==> config.mk <==
export PLATFORM = sky130hd
export DESIGN_NAME = ppc_perm_ctrl
export DESIGN_NICKNAME = d
export VERILOG_FILES = /design/src/rtl/ppc_perm_ctrl.sv
export SDC_FILE = /design/constraint.sdc
export NUM_CORES = 1
export LEC_CHECK = 0
export ABC_AREA = 1
export CAP_MARGIN = 20
export CORE_MARGIN = 3
export CORE_UTILIZATION = 24
export DETAILED_ROUTE_END_ITERATION = 7
export PLACE_DENSITY = 0.87
export SLEW_MARGIN = 20
export SYNTH_ARGS = -nofsm -noshare
export SYNTH_HDL_FRONTEND = slang
export SYNTH_SLANG_ARGS = --single-unit
==> constraint.sdc <==
create_clock -name clk -period 0.8 [get_ports clk]
set_input_delay 0.08 -clock clk [delete_from_list [all_inputs] [get_ports clk]]
set_output_delay 0.08 -clock clk [all_outputs]
set_load 0.01 [all_outputs]
==> src/rtl/ppc_perm_ctrl.sv <==
module ppc_perm_ctrl #(
  parameter int NPORTS = 4
) (
  input  logic              clk,
  input  logic              rst_n,
  input  logic              sec_ns_we,
  input  logic              sec_sp_we,
  input  logic [31:0]       sec_wdata,
  input  logic              nsv_nsp_we,
  input  logic [31:0]       nsv_wdata,
  output logic [31:0]       ns_rd,
  output logic [31:0]       sp_rd,
  output logic [31:0]       nsp_rd,
  output logic [NPORTS-1:0] port_nonsec,
  output logic [NPORTS-1:0] port_priv
);

  logic [NPORTS-1:0] ns_q, sp_q, nsp_q;

  always_ff @(posedge clk or negedge rst_n) begin
    if (!rst_n) begin
      ns_q  <= '0;
      sp_q  <= '0;
      nsp_q <= '0;
    end else begin
      if (sec_ns_we)  ns_q  <= sec_wdata[NPORTS-1:0];
      if (sec_sp_we)  sp_q  <= sec_wdata[NPORTS-1:0];
      if (nsv_nsp_we) nsp_q <= nsv_wdata[NPORTS-1:0];
    end
  end

  assign ns_rd  = 32'(ns_q);
  assign sp_rd  = 32'(sp_q);
  assign nsp_rd = 32'(nsp_q);

  assign port_nonsec = ns_q;
  assign port_priv   = (ns_q & nsp_q) | (~ns_q & sp_q);

  logic unused_hi;
  assign unused_hi = ^{sec_wdata, nsv_wdata};

  assert_ns_load_R2: assert property (@(posedge clk) disable iff (!rst_n)
    sec_ns_we |=> ns_rd == 32'($past(sec_wdata[NPORTS-1:0])));

  assert_sp_load_R3: assert property (@(posedge clk) disable iff (!rst_n)
    sec_sp_we |=> sp_rd == 32'($past(sec_wdata[NPORTS-1:0])));

  assert_nsp_load_R4: assert property (@(posedge clk) disable iff (!rst_n)
    nsv_nsp_we |=> nsp_rd == 32'($past(nsv_wdata[NPORTS-1:0])));

  assert_ns_hold_R8: assert property (@(posedge clk) disable iff (!rst_n)
    !sec_ns_we |=> $stable(ns_rd) && $stable(port_nonsec));

  assert_priv_hold_R8: assert property (@(posedge clk) disable iff (!rst_n)
    (!sec_ns_we && !sec_sp_we && !nsv_nsp_we) |=> $stable(port_priv));

endmodule

== Word level (Yosys, flattened, before mapping) ==
Index checks and enable logic that the tools add are counted.
Word-level totals
  flip-flop bits (word level): 12
  word-level logic and storage cells: 7
  output and inout bits: 104
  input port bits: 69
Operators by class
  bitwise operators: 4
Operator list (number)
  4-bit AND: 2
  4-bit NOT: 1
  4-bit bitwise OR: 1

== Longest topological paths before layout ==
  word-level depth: 3
  depth in mapped cells: 3
  depth with buffers taken out: 3

== Least setup slack after synthesis ==
OpenSTA, ideal clock, no wires.
  path type: register -> output
  from: reg ns_q[0] (netlist: port_nonsec[0])
  to: out port_priv[0]
  slack: 0.101 ns
  arrival time: 0.619 ns
  required time: 0.720 ns
  buffers on the path: 0
  stages on the path, launching flop included: 4
  path through: dfrtp_1 inv_1 nand2_1 nand2_1
On the way
  cells in the longest elaborated chain, start to end: 3
  elaborated cells on any way between the ends: 4
  classes of those cells: bitwise: 4
Ends and longest elaborated chain
  start: declaration: RTL line 18  | logic [NPORTS-1:0] ns_q, sp_q, nsp_q;
  start signal: assignment: RTL line 26  | if (sec_ns_we) ns_q <= sec_wdata[NPORTS-1:0];
  4-bit NOT: RTL line 37  | assign port_priv = (ns_q & nsp_q) | (~ns_q & sp_q);
  4-bit AND: RTL line 37
  4-bit bitwise OR (*): RTL line 37
  end: declaration: RTL line 15  | output logic [NPORTS-1:0] port_priv
Every way passes the cells marked *; elsewhere a longest branch is shown, timed or not.

== Worst setup path after layout ==
Same ends and word-level chain as after synthesis.

==> results.md <==
- Status: finished with violations
- Violated checks: negative setup slack
- Rows: 24
- PwrDens: 1480 nW/um^2
- CP Cell Sequence: buf_6, inv_2, nand2_2, nand2_1, buf_2
- Share of power burned in registers: 34.0%
- Peak supply drop: 0.431 mV
- Placed cells: 256
- CTS Hold Bufs: 0
- Skew-Pair Late Insertion Delay: 0.24 ns
- WS Path Type: reg2out
- Distinct cells, synth: 6
- Worst path max stage delay: 0.39 ns
- H-Tree Depth: 1
- CP max FO: 3
- Port Buf Inserts: 32
- Yosys warnings: 0
- GRT overflow: 0
- Starting Density: 25.8%
- Finished Core Util: 31.3%
- Fin crit period: 1.09 ns
- Final-report hold violation count: 0
- Setup TNS: -3.11 ns
- Avg Synthesized Cell Area: 7.51 sq um
- 1st-iter DRT viols: 16
- Post-synthesis sequential area ratio: 25.6%
- Routed len/inst: 8.28 um
- Fin. max-slew vios: 0
- Fmax achieved: 916 MHz
- GRT Resource Usage Total: 6.68%
- Period Utilization, post-route: 136%
- CP arrival: 1.01 ns
- Setup violations, final: 21
- Post-synthesis cell area: 1170 sq um
- ANT cells: 0
- Most frequent cells in the layout: conb_1, nand2_1, buf_6
- RSZ-0062 raised after global routing: true
- Area Growth Syn to Fin: 21.4%
- Share of layout cells above drive strength 1: 24.4%
- Fill count: 494
- Antenna violations before repair: 0
- Post-DRT Antenna Nets: 0
- Total core area: 4530 sq um
- First-pass GRT wire length: 2800 um
- TritonCTS buffer count: 3
- Total power draw: 2100 uW
- Clock Skew: 0 ns
- DIE WIDTH: 75.9 um
- Switch Pwr: 678 uW
- # DRC: 0
- Vias in the first global route: 617
- Largest net degree at the start of global routing: 13
- Root Buffer: clkbuf_8
- Fin cells: 266
- Critical path required time: 0.72 ns
- Io pins: 173
- DR vias: 802
- Maxcap violations: 0
- Sequential Area: 300 sq um
- Routed Wire Length: 2200 um
- Die height: 75.9 um
- Die ar.: 5750 sq um
- Estimated wirelength of the detail-placed design: 1890 um
- Crit-path slowest cell: dfrtp_1
- GPL Wtd Cong: 0.711
- DRT Pass-1 Iters: 4
- Leakage power: 0.000861 uW
- Comb pwr share: 35.0%
- #FFs+latches synth: 12
- CP endpoint kind: primary output
- Commonest non-fill, non-tap cell in the layout: conb_1
- Post-route worst setup slack: -0.291 ns
- CTS sink count: 12
- Via density: 3.02
- Post-Synthesis Cells: 156
- Clock-pin transition on the worst setup and hold timing paths: 0.05 ns
- Deepest clock path buffer count: 2
- Worst min path class: in2async
- Crit path launch type: flip-flop
- Switching Fraction: 32.2%
- CTS tree: yes
- Int Pwr: 1430 uW
- Part of the power in the clock network: 31.0%
- Nets@finish: 271
- Multi-input logic area: 508 sq um
stage by stage:
step,instance area (sq um),hold slack [ns],worst slack (ns)
after floorplan,1480,-0.216,0.101
after global placement,1280,0.398,-0.345
after detailed placement,1280,0.396,-0.371
after CTS,1370,0.137,-0.305
after global routing,1420,0.135,-0.338
final,1420,0.136,-0.291
repair_timing:
item | in CTS | in global routing
pin swaps | 1 | 2
setup endpoints to repair | 20 | 22
resized for setup | 94 | 22
buffers inserted | 6 | 5
cloned | 0 | 0
power groups by stage:
stage                     logic, uW  registers (uW)  clock network [uW]
after floorplan                 608             742                   0
after global placement          649             720                   0
after detailed placement        657             725                   0
after CTS                       689             711                 680
after global routing            819             723                 721
final                           737             715                 652
cell type report:
type / count / area share [%]
timing repair buffer: 46 / 31.7
sequential: 12 / 21.1
multi-input combinational: 132 / 35.7
inverter: 7 / 1.85
clock buffer: 4 / 3.87
tap: 65 / 5.72
cell families after synthesis:
kind of cell  count (synthesis)  synth area share [%]
buf+inv                      95                  58.7
flops                        12                  25.6
other cells                   1                 0.320
simple gates                 48                  15.4
routing by layer:
layer | wire (um) | vias up | global-route usage, %
li1 | - | 378 | -
met1 | 714 | 358 | 7.05
met2 | 1140 | 66 | 11.5
met3 | 352 | 0 | 4.09
met4 | 0 | 0 | 1.17
met5 | 0 | - | 0
critical path, delay by kind of cell (launching register included):
family,cells,cell delay (ns)
buffers and inverters,3,0.29
DFF,1,0.39
and+or+nand+nor,2,0.09
synthesized netlist by cell type, drive strengths merged:
master,instances,area [sq um]
buf,88,661
conb,1,3.75
dfrtp,12,300
inv,7,26.3
nand2,48,180
path summary, 6_finish.rpt:
| kind | end | slack, ns | from | cells after the start |
|---|---|---|---|---|
| min reg2reg | nsp_q[0] | 0.52 | nsp_q[0] | 2 |
| min in group clk | sp_q[0] | 0.18 | sec_sp_we | 3 |
| max in group asynchronous | nsp_q[3] | 0.51 | rst_n | 2 |
| min | nsp_q[2] | 0.14 | rst_n | 2 |
| max reg2reg | nsp_q[1] | -0.01 | nsp_q[1] | 4 |
| max | port_priv[0] | -0.29 | port_nonsec[0] | 5 |
registers in the layout, indices dropped and copies added, names as in the netlist:
signal	count
nsp_q	4
sp_q	4
port_nonsec	4
Note: power is estimated with default switching activity, not from simulation.
